`src/rtl/adcseq_pkg.sv`:
```
package adcseq_pkg;

    localparam int NUM_SLOTS = 32;
    localparam int SLOT_W    = $clog2(NUM_SLOTS);
    localparam int CH_W      = 5;
    localparam int REF_W     = 2;
    localparam int RES_W     = 14;
    localparam int DATA_W    = 16;
    localparam int ADDR_W    = SLOT_W + 1;

    typedef logic [SLOT_W-1:0] slot_t;

    typedef struct packed {
        logic             last;
        logic             diff;
        logic [REF_W-1:0] refsel;
        logic [CH_W-1:0]  chan;
    } slot_entry_t;

    typedef enum logic [1:0] {
        MODE_SINGLE     = 2'd0,
        MODE_REP_SINGLE = 2'd1,
        MODE_LIST       = 2'd2,
        MODE_REP_LIST   = 2'd3
    } run_mode_e;

    typedef struct packed {
        logic      enable;
        run_mode_e mode;
        slot_t     start;
    } run_cfg_t;

    typedef enum logic [1:0] {
        ST_IDLE  = 2'd0,
        ST_ISSUE = 2'd1,
        ST_WAIT  = 2'd2
    } walk_state_e;

    localparam int ENTRY_W = $bits(slot_entry_t);
    localparam int CFG_W   = $bits(run_cfg_t);

    function automatic logic mode_walks(run_mode_e m);
        return m[1];
    endfunction

    function automatic logic mode_repeats(run_mode_e m);
        return m[0];
    endfunction

endpackage

```
`src/rtl/adcseq_entry_mem.sv`:
```
module adcseq_entry_mem
    import adcseq_pkg::*;
(
    input  logic        clk,
    input  logic        rst,
    input  logic        wr_en,
    input  slot_t       wr_idx,
    input  slot_entry_t wr_entry,
    input  slot_t       rd_idx,
    output slot_entry_t rd_entry
);

    slot_entry_t entries_q [NUM_SLOTS];

    always_ff @(posedge clk) begin
        if (rst) begin
            for (int i = 0; i < NUM_SLOTS; i++) begin
                entries_q[i] <= '0;
            end
        end else if (wr_en) begin
            entries_q[wr_idx] <= wr_entry;
        end
    end

    assign rd_entry = entries_q[rd_idx];

endmodule

```
`src/rtl/adcseq_result_mem.sv`:
```
module adcseq_result_mem
    import adcseq_pkg::*;
(
    input  logic                 clk,
    input  logic                 rst,
    input  logic                 wr_en,
    input  slot_t                wr_idx,
    input  logic [RES_W-1:0]     wr_res,
    input  logic                 rd_clr,
    input  slot_t                rd_idx,
    output logic [RES_W-1:0]     rd_res,
    output logic                 rd_flag,
    output logic [NUM_SLOTS-1:0] flags
);

    logic [RES_W-1:0]     res_q [NUM_SLOTS];
    logic [NUM_SLOTS-1:0] flags_q;

    always_ff @(posedge clk) begin
        if (rst) begin
            for (int i = 0; i < NUM_SLOTS; i++) begin
                res_q[i] <= '0;
            end
        end else if (wr_en) begin
            res_q[wr_idx] <= wr_res;
        end
    end

    // Per-slot flag: a result write outranks a clearing read of the same slot.
    for (genvar g = 0; g < NUM_SLOTS; g++) begin : g_flag
        logic set_c;
        logic clr_c;
        assign set_c = wr_en  && (wr_idx == slot_t'(g));
        assign clr_c = rd_clr && (rd_idx == slot_t'(g));
        always_ff @(posedge clk) begin
            if (rst) begin
                flags_q[g] <= 1'b0;
            end else if (set_c) begin
                flags_q[g] <= 1'b1;
            end else if (clr_c) begin
                flags_q[g] <= 1'b0;
            end
        end
    end

    assign rd_res  = res_q[rd_idx];
    assign rd_flag = flags_q[rd_idx];
    assign flags   = flags_q;

    AST_FLAG_SET: assert property (@(posedge clk) disable iff (rst)
        wr_en |=> flags_q[$past(wr_idx)]);

    AST_FLAG_CLEAR: assert property (@(posedge clk) disable iff (rst)
        (rd_clr && !(wr_en && wr_idx == rd_idx)) |=> !flags_q[$past(rd_idx)]);

    AST_WRITE_WINS: assert property (@(posedge clk) disable iff (rst)
        (rd_clr && wr_en && wr_idx == rd_idx) |=> flags_q[$past(rd_idx)]);

endmodule

```
`src/rtl/adcseq_walker.sv`:
```
module adcseq_walker
    import adcseq_pkg::*;
(
    input  logic     clk,
    input  logic     rst,
    input  logic     trig,
    input  run_cfg_t cfg,
    input  logic     cur_last,
    input  logic     conv_done,
    output slot_t    ptr,
    output logic     conv_start,
    output logic     busy,
    output logic     res_we,
    output logic     clr_enable
);

    walk_state_e state_q;
    run_mode_e   mode_q;
    slot_t       start_q;
    slot_t       ptr_q;
    logic        done_ok;
    logic        final_c;

    assign done_ok    = (state_q == ST_WAIT) && conv_done;
    assign final_c    = !mode_walks(mode_q) || cur_last || !cfg.enable;
    assign res_we     = done_ok;
    assign clr_enable = done_ok && final_c && !mode_repeats(mode_q);
    assign conv_start = (state_q == ST_ISSUE);
    assign busy       = (state_q != ST_IDLE);
    assign ptr        = ptr_q;

    always_ff @(posedge clk) begin
        if (rst) begin
            state_q <= ST_IDLE;
            mode_q  <= MODE_SINGLE;
            start_q <= '0;
            ptr_q   <= '0;
        end else begin
            unique case (state_q)
                ST_IDLE: begin
                    if (trig && cfg.enable) begin
                        mode_q  <= cfg.mode;
                        start_q <= cfg.start;
                        ptr_q   <= cfg.start;
                        state_q <= ST_ISSUE;
                    end
                end
                ST_ISSUE: begin
                    state_q <= ST_WAIT;
                end
                ST_WAIT: begin
                    if (conv_done) begin
                        if (final_c) begin
                            state_q <= ST_IDLE;
                            ptr_q   <= start_q;
                        end else begin
                            ptr_q   <= ptr_q + 1'b1;
                            state_q <= ST_ISSUE;
                        end
                    end
                end
                default: state_q <= ST_IDLE;
            endcase
        end
    end

    AST_BUSY_HOLD: assert property (@(posedge clk) disable iff (rst)
        (busy && !conv_done) |=> busy);

    AST_TRIG_IGNORED: assert property (@(posedge clk) disable iff (rst)
        (busy && trig && !conv_done) |=> $stable(ptr_q));

    AST_LAST_ENDS: assert property (@(posedge clk) disable iff (rst)
        (done_ok && cur_last) |=> !busy);

    AST_WRAP_ZERO: assert property (@(posedge clk) disable iff (rst)
        (done_ok && busy && ptr_q == slot_t'(NUM_SLOTS - 1) && mode_walks(mode_q)
         && !cur_last && cfg.enable) |=> (ptr_q == '0 && conv_start));

    AST_SINGLE_ONE: assert property (@(posedge clk) disable iff (rst)
        (done_ok && !mode_walks(mode_q)) |=> !busy);

endmodule

```
`src/rtl/adcseq_top.sv`:
```
module adcseq_top
    import adcseq_pkg::*;
(
    input  logic                 clk,
    input  logic                 rst,
    input  logic                 reg_we,
    input  logic                 reg_re,
    input  logic [ADDR_W-1:0]    reg_addr,
    input  logic [DATA_W-1:0]    reg_wdata,
    output logic [DATA_W-1:0]    reg_rdata,
    input  logic                 trig,
    output logic                 busy,
    output logic [NUM_SLOTS-1:0] new_flags,
    output logic                 conv_start,
    output logic [CH_W-1:0]      conv_chan,
    output logic [REF_W-1:0]     conv_ref,
    output logic                 conv_diff,
    input  logic                 conv_done,
    input  logic [RES_W-1:0]     conv_result
);

    localparam logic [ADDR_W-1:0] CFG_ADDR = ADDR_W'(NUM_SLOTS);

    run_cfg_t         cfg_q;
    slot_entry_t      cur_entry;
    slot_t            ptr;
    slot_t            host_slot;
    logic             entry_we;
    logic             cfg_we;
    logic             res_rd_clr;
    logic             res_we;
    logic             clr_enable;
    logic [RES_W-1:0] rd_res;
    logic             rd_flag;

    assign host_slot  = reg_addr[SLOT_W-1:0];
    assign entry_we   = reg_we && !reg_addr[ADDR_W-1];
    assign cfg_we     = reg_we && (reg_addr == CFG_ADDR);
    assign res_rd_clr = reg_re && !reg_addr[ADDR_W-1];

    always_ff @(posedge clk) begin
        if (rst) begin
            cfg_q <= '0;
        end else if (cfg_we) begin
            cfg_q <= run_cfg_t'(reg_wdata[CFG_W-1:0]);
        end else if (clr_enable) begin
            cfg_q.enable <= 1'b0;
        end
    end

    adcseq_entry_mem u_entries (
        .clk      (clk),
        .rst      (rst),
        .wr_en    (entry_we),
        .wr_idx   (host_slot),
        .wr_entry (slot_entry_t'(reg_wdata[ENTRY_W-1:0])),
        .rd_idx   (ptr),
        .rd_entry (cur_entry)
    );

    adcseq_walker u_walker (
        .clk        (clk),
        .rst        (rst),
        .trig       (trig),
        .cfg        (cfg_q),
        .cur_last   (cur_entry.last),
        .conv_done  (conv_done),
        .ptr        (ptr),
        .conv_start (conv_start),
        .busy       (busy),
        .res_we     (res_we),
        .clr_enable (clr_enable)
    );

    adcseq_result_mem u_results (
        .clk     (clk),
        .rst     (rst),
        .wr_en   (res_we),
        .wr_idx  (ptr),
        .wr_res  (conv_result),
        .rd_clr  (res_rd_clr),
        .rd_idx  (host_slot),
        .rd_res  (rd_res),
        .rd_flag (rd_flag),
        .flags   (new_flags)
    );

    assign conv_chan = cur_entry.chan;
    assign conv_ref  = cur_entry.refsel;
    assign conv_diff = cur_entry.diff;

    always_comb begin
        reg_rdata = '0;
        if (reg_addr[ADDR_W-1]) begin
            if (reg_addr == CFG_ADDR) begin
                reg_rdata[CFG_W-1:0] = cfg_q;
            end
        end else begin
            reg_rdata[DATA_W-1]  = rd_flag;
            reg_rdata[RES_W-1:0] = rd_res;
        end
    end

    AST_ONESHOT_DISARM: assert property (@(posedge clk) disable iff (rst)
        (clr_enable && !cfg_we) |=> !cfg_q.enable);

    AST_START_ARMED: assert property (@(posedge clk) disable iff (rst)
        (!busy && !cfg_q.enable) |=> !busy);

endmodule

```
`config.mk`:
```
export PLATFORM = sky130hd
export DESIGN_NAME = adcseq_top
export DESIGN_NICKNAME = d
export VERILOG_FILES = /design/src/rtl/adcseq_pkg.sv /design/src/rtl/adcseq_entry_mem.sv /design/src/rtl/adcseq_result_mem.sv /design/src/rtl/adcseq_walker.sv /design/src/rtl/adcseq_top.sv
export SDC_FILE = /design/constraint.sdc
export NUM_CORES = 1
export LEC_CHECK = 0
export ABC_AREA = 1
export BUFFER_PORTS_ARGS = -buffer_cell sky130_fd_sc_hd__clkbuf_2
export CAP_MARGIN = 20
export CORE_MARGIN = 8
export CORE_UTILIZATION = 25
export DETAILED_ROUTE_END_ITERATION = 7
export PLACE_DENSITY_LB_ADDON = 0.12
export SYNTH_ARGS = -nofsm -noshare
export SYNTH_HDL_FRONTEND = slang
export SYNTH_SLANG_ARGS = --single-unit
```
`constraint.sdc`:
```
create_clock -name clk -period 2.9 [get_ports clk]
set_clock_uncertainty 0.1 [all_clocks]
set_input_delay 0.145 -clock clk [delete_from_list [all_inputs] [get_ports clk]]
set_output_delay 0.145 -clock clk [all_outputs]
set_load 0.05 [all_outputs]
```
==> results of run 1 <==
## layout by cell type, fill, tap and decap left out, types with 26 or more instances in the layout
master         instances
a22oi_1              181
nand3_1               61
a31oi_1               32
inv_1                 93
dlygate4sd3_1         27
clkbuf_2              68
a21oi_1               95
edfxtp_1             736
o21ai_0              131
nor3_1                38
buf_12                53
clkbuf_16             97
o21ai_1               27
nand2_1              296
o221ai_1              26
nor2_1               900
buf_4                225
dfxtp_1               54
## area by class of cell
class / instances / area [sq um] / share of cell area
Clock buffer: 120 / 2550 / 0.0587
Multi-Input combinational cell: 2039 / 10500 / 0.240
Clock inverter: 53 / 634 / 0.0146
Inverter: 111 / 442 / 0.0101
Sequential cell: 795 / 23300 / 0.535
Timing Repair Buffer: 395 / 3900 / 0.0896
Tap cell: 1794 / 2240 / 0.0516
## registers in the layout, indices dropped and copies added (netlist names), named ones only
signal / cells
u_walker.start_q: 5
u_entries.entries_q: 288
u_walker.mode_q: 2
cfg_q: 8
u_walker.ptr: 5
u_results.flags: 32
u_results.res_q: 448
u_walker.state_q: 2
## worst register-to-register path: stages (launching register included)
cell	delay, ns
dfxtp_4	0.42
clkinv_8	0.14
bufbuf_16	0.33
nand2_1	0.09
nand2_1	0.05
nand2_1	0.07
nand3_1	0.10
nand3_1	0.09
nand3_1	0.12
nand2_1	0.29
nand2_2	0.22
nand2_1	0.10
nand3_1	0.08
a21oi_1	0.27
## metrics by stage
stage	util	hold slack, ns
6_report	0.316	0.0338
5_1_grt	0.316	0.0451
4_1_cts	0.315	0.00301
3_5_place_dp	0.281	0.347
3_3_place_gp	0.281	0.343
2_1_floorplan	-	0.235
## logic make-up (layout without fill, tap and decap cells)
logic type	count (synthesis)	after routing	synth area share
xor+xnor	1	1	0.000252
compound gates	614	614	0.112
flops	795	795	0.670
other cells	1	1	0.000108
simple gates	1417	1417	0.169
buf+inv	372	679	0.0458
fa+ha+maj	6	6	0.00216
## worst max-delay path by stage
stage                     start       endpoint  slack [ns]  cells past startpoint
finish                     flop   conv_chan[0]       -0.02                     12
global route               flop   conv_chan[0]       -0.14                     11
CTS                        flop    conv_ref[0]       -0.08                     11
detailed placement  reg_addr[3]   reg_rdata[9]        -0.1                     13
global placement    reg_addr[3]   reg_rdata[9]       -0.14                     13
floorplan           reg_addr[2]  reg_rdata[11]        0.33                      8
## power by group through the flow
| stage | clock network [mW] | registers (mW) | logic, mW |
|---|---|---|---|
| 2_1_floorplan | 0 | 13.2 | 0.875 |
| 3_3_place_gp | 0 | 13.3 | 1.89 |
| 3_5_place_dp | 0 | 13.3 | 1.89 |
| 4_1_cts | 12.7 | 13.0 | 1.98 |
| 5_1_grt | 13.1 | 13.1 | 2.07 |
| 6_report | 12.5 | 13.0 | 1.96 |
## timing repair
| item | 4_1_cts | 5_1_grt |
|---|---|---|
| hold endpoints to repair | 347 | 0 |
| endpoints found under the setup margin | 16 | 19 |
| setup buffers | 13 | 2 |
| pin swaps | 46 | 28 |
| cloned | 14 | 1 |
| hold buffers | 27 | 0 |
| resized for setup | 154 | 42 |
## routing by layer
layer / part of all wire / global-route usage
met1: 0.47 / 0.243
met2: 0.46 / 0.277
met4: 0.022 / 0.0374
met3: 0.051 / 0.0315
met5: 0.000097 / 0
==> out/metrics.yaml, run 1 <==
place_area_sq_um: 38700
hold_viol: 0
avgSynthCellArea_sq_um: 10.8
grt_pass1_wl_microns: 192000
finalWeightedCongestion: 0.809
drt-wirelength-per-cell_microns: 25.3
synthCells: 3206
slew_viol_final: 0
max-slew-margin-rel: 0.551
cts_buffers: 94
yosysTopAreaCell: "edfxtp_1"
grt_usage: 0.173
crit_fanout: 5
crit_path_cell_trace: "buf_12, buf_12, buf_12, buf_16, nor2_2, o221ai_2, nand3_2, o21ai_2, nor2_2, a31oi_2, buf_4, buf_12"
cp_num_buf_inv: 6
dieArea_sq_um: 151000
grt_setup_unrepaired: "yes"
status: "finished with violations"
critical_path.endpoint_type: "primary output"
cpMostUsedCell: "buf_12"
grt_antenna_before_repair: 3
start_kind: "flop"
antenna_cells: 0
cp.required_ns: 2.65
nFillCells: 14000
fmax_ghz: 0.342
drc_errors: 0
clockRootBuffer: "clkbuf_16"
drtAntennaViolNets: 0
drive_above_1_share: 0.194
min_period_ns: 2.92
criticalPathCategory: "flop to primary output"
ir_worst_vdd_uv: 364
fin_nets: 3484
wirelength_microns: 134000
hold_class: "input port to flop"
area_delta_synth_final_pct: 25.3
synth_common_cells: "nor2_1 (909), edfxtp_1 (736), nand2_1 (299)"
setup_viol: 2
cap_violations: 0
core-area_sq_um: 138000
clkTransAtPathRegs_ns: 0.06
intPower_mw: 20.9
whs_endpoint: "u_results.res_q[20][12]$_SDFFCE_PN0P_"
overflow: 0
pin_count: 100
fin_crit_sh: 1.01
clock_latency_ns: 0.71
power_frac_clock: 0.454
reg2reg_depth: 13
grt_pass1_vias: 25400
combinationalPowerShare: 0.071
min_delay_path_depth: 4
place_ws_ns: -0.0965
synth_ff_type: "edfxtp_1"
seq_area_frac_synth: 0.670
vias_per_cell: 4.84
p_sw_frac: 0.240
rows: 136
dp.cells: 5079
ys_seq_elements: 795
power_density_nw_per_um2: 631
ys_warn_count: 0
worstMarginPinSlew_ns: 0.674
synth_area_sq_um: 34700
dpl.hpwl_microns: 85600
slowest_stage: "dfxtp_4"
setup_slack_ns: -0.0216
design_area_sq_um: 43500
finalSetupTns_ns: -0.0220
r2r_setup_slack_ns: 0.29
die_x_microns: 389
hp-start: "conv_result[12]"
synth_top_area_share: 0.636
synthTopCellsByArea: "edfxtp_1 (64%), nor2_1 (9.8%), a22oi_1 (4.0%), dfxtp_1 (3.4%), nand2_1 (3.2%)"
synthMostInstantiatedCell: "nor2_1"
first_pass_iters: 5
dr_total_vias: 25700
synthArstFlopShare: 0
grt_max_degree: 52
violations: "setup timing"
clkSinkCount: 795
max_stage_delay_ns: 0.42
h-tree-depth: 3
initial_core_util: 0.252
cts_tree: "yes"
seqPwrFrac: 0.475
portBuffers: 91
drtIter0Drc: 2135
synth_edf_count: 736
p_leak_nw: 16.3
synthesis.nets: 3254
synth_cell_type_count: 42
total_power_mw: 27.4
cts_max_path_buffers: 3
layout.cells.non_filler: 5307
arrival_ns: 2.68
power.switching_mw: 6.59
die_y_microns: 389
cp_top_family: "buffers and inverters"
No activity file was read; power rests on OpenSTA's default activity.
==> run 2, diff against run 1 <==
--- a/config.mk
+++ b/config.mk
@@ -11,7 +11,6 @@
 export CORE_MARGIN = 8
 export CORE_UTILIZATION = 25
 export DETAILED_ROUTE_END_ITERATION = 7
-export PLACE_DENSITY_LB_ADDON = 0.12
 export SYNTH_ARGS = -nofsm -noshare
 export SYNTH_HDL_FRONTEND = slang
 export SYNTH_SLANG_ARGS = --single-unit
==> constraint.sdc (replaced) <==
create_clock -name clk -period 3.5 [get_ports clk]
set_clock_uncertainty 0.1 [all_clocks]
set_input_delay 0.175 -clock clk [delete_from_list [all_inputs] [get_ports clk]]
set_output_delay 0.175 -clock clk [all_outputs]
set_load 0.05 [all_outputs]
==> run 2 against run 1 <==
The flow now finishes without violations. Count of clock-buffer cells in the layout decreased by 9. Register-to-register slack improved by 0.07 ns. Non-clock buffer count is 159 lower. Flip-flop and latch count is the same. Hold slack worse by 0.011 ns.
==> out/metrics.yaml, run 2 (synthesis results as in run 1) <==
grt_usage: 0.138  # -0.0343
portBuffers: 91  # unchanged
multi_input_area_sq_um: 9890  # -5.3%
max_stage_delay_ns: 0.79  # +0.37 ns
hold_viol: 0  # unchanged
seq_area_sq_um: 23300  # about the same
pin_count: 100  # unchanged
power_density_nw_per_um2: 516  # -18%
regMostFlops: "u_results.res_q"
clockRootBuffer: "clkbuf_16"
p_leak_nw: 14.9  # -8.5%
crit_fanout: 16  # +11
cts_tree: "yes"
hold_class: "input port to flop"
wirelength_microns: 110000  # -18%
drc_errors: 0  # unchanged
dieArea_sq_um: 151000  # unchanged
cpMostUsedCell: "buf_4"
slowest_stage: "dfxtp_1"
core-area_sq_um: 138000  # unchanged
dpl.hpwl_microns: 72600  # -15%
cap_violations: 0  # unchanged
clkTransAtPathRegs_ns: 0.06  # about the same
fmax_ghz: 0.294
fin_nets: 3314  # -4.9%
clkSinkCount: 795  # unchanged
post-cts-setup-buffers: 0  # -13
grt_setup_unrepaired: "no"
h-tree-depth: 3  # unchanged
vias_per_cell: 4.98  # +2.8%
start_kind: "flop"
status: "finished clean"
max-slew-margin-rel: 0.301  # -0.250
criticalPathCategory: "flop to primary output"
drtIter0Drc: 2993  # +40%
finalWeightedCongestion: 0.876  # +8.2%
grt_max_degree: 94  # +81%
setup_viol: 0  # -2
grt_pass1_wl_microns: 161000  # -16%
first_pass_iters: 6  # +1
cts_max_path_buffers: 3  # unchanged
cp_num_buf_inv: 4  # -2
initial_core_util: 0.252  # unchanged
clock_latency_ns: 0.65  # -0.06 ns
drive_above_1_share: 0.127  # -0.0667
worstMarginPinSlew_ns: 1.05  # +0.373 ns
crit_path_cell_trace: "inv_1, buf_4, nor2_1, o21ai_0, a32oi_1, buf_4, buf_12"
finalSetupTns_ns: 0  # +0.0220 ns
grt_antenna_before_repair: 4  # +1
drtAntennaViolNets: 0  # unchanged
cp_top_family: "buffers and inverters"
fin_crit_sh: 0.970
cts_buffers: 83  # -12%
slew_viol_final: 0  # unchanged
nFillCells: 14000  # +0.29%
min_period_ns: 3.40
ir_worst_vdd_uv: 361  # -0.91%
cp.required_ns: 3.22  # +0.57 ns
dr_total_vias: 25500  # -0.66%
rows: 136  # unchanged
area_delta_synth_final_pct: 16.9
drt-wirelength-per-cell_microns: 21.4  # -15%
overflow: 0  # unchanged
arrival_ns: 3.12  # +0.44 ns
critical_path.endpoint_type: "primary output"
die_y_microns: 389  # unchanged
largest_reg_flops: 448  # unchanged
final_util: 0.295  # -0.0213
final_common_cell: "nor2_1"
final_cell_mix: "nor2_1 (909), edfxtp_1 (736), nand2_1 (299)"
grt_pass1_vias: 24300  # -4.3%
die_x_microns: 389  # unchanged
==> run 2: cell count changes in the layout (fill, tap and decap cells not counted), sizes merged <==
| cell | delta |
|---|---|
| bufbuf | -4 |
| clkbuf | -9 |
| inv | +5 |
| diode | +1 |
| clkinv | -7 |
| buf | -133 |
| bufinv | -8 |
| dlygate4sd3 | -22 |
==> run 2: per-layer routing <==
metal / vias up / wire length [microns] / GRT usage
met4: 4 / 2960 / 0.0388
met3: 181 / 11300 / 0.0333
met5: - / 26 / 0
met1: 12600 / 47000 / 0.194
li1: 11500 / - / -
met2: 1273 / 48800 / 0.212
==> run 2: power breakdown <==
part	total [mW]	leakage, nW	switching, mW	internal [mW]
sequential	10.8	7.84	0.0998	10.7
clock	8.78	1.31	3.84	4.94
combinational	1.36	5.72	1.03	0.332
total	20.9	14.9	4.97	16.0
==> run 2: worst paths after layout <==
kind / start / to / slack [ns] / depth (start not counted)
setup / recovery: flop / conv_chan[1] / 0.10 / 7
hold / removal: reg_wdata[1] / cfg_q[1]$_SDFFE_PP0P_ / 0.02 / 4
setup reg to reg: flop / cfg_q[7]$_SDFFE_PP0P_ / 0.36 / 13
hold reg to reg: u_walker.mode_q[0]$_SDFFE_PP0P_ / u_walker.mode_q[0]$_SDFFE_PP0P_ / 0.37 / 2
==> run 2: what timing repair did <==
item	in CTS	in global routing
hold buffers	5	0
gates resized for setup	2	6
setup endpoints to repair	3	6
endpoints found under the hold margin	10	0
==> run 2: per-stage QoR <==
stage / power, mW / area, sq um / hold slack (ns) / std cells / setup WS [ns]
3_3_place_gp: 12.3 / 37800 / 0.354 / 4970 / 0.231
5_1_grt: 21.5 / 40600 / 0.0543 / 5129 / 0.0212
4_1_cts: 21.0 / 40500 / 0.0228 / 5129 / 0.0185
2_1_floorplan: 11.7 / 34700 / 0.265 / 3206 / 0.873
3_5_place_dp: 12.4 / 37800 / 0.361 / 4970 / 0.244
6_report: 20.9 / 40600 / 0.0232 / 5130 / 0.104
==> run 2: worst min-delay path, cell delays in order <==
cell and delay, ns:
clkbuf_2 0.07, inv_1 0.03, buf_4 0.26, a21oi_1 0.17
==> run 2: final cells by class <==
type                       count  share of cell area
antenna                        1           0.0000617
clock buffer                 111              0.0553
clock inverter                43              0.0105
inverter                     111              0.0106
multi-input combinational   2039               0.244
sequential                   795               0.574
tap                         1794              0.0553
timing repair buffer         236              0.0506
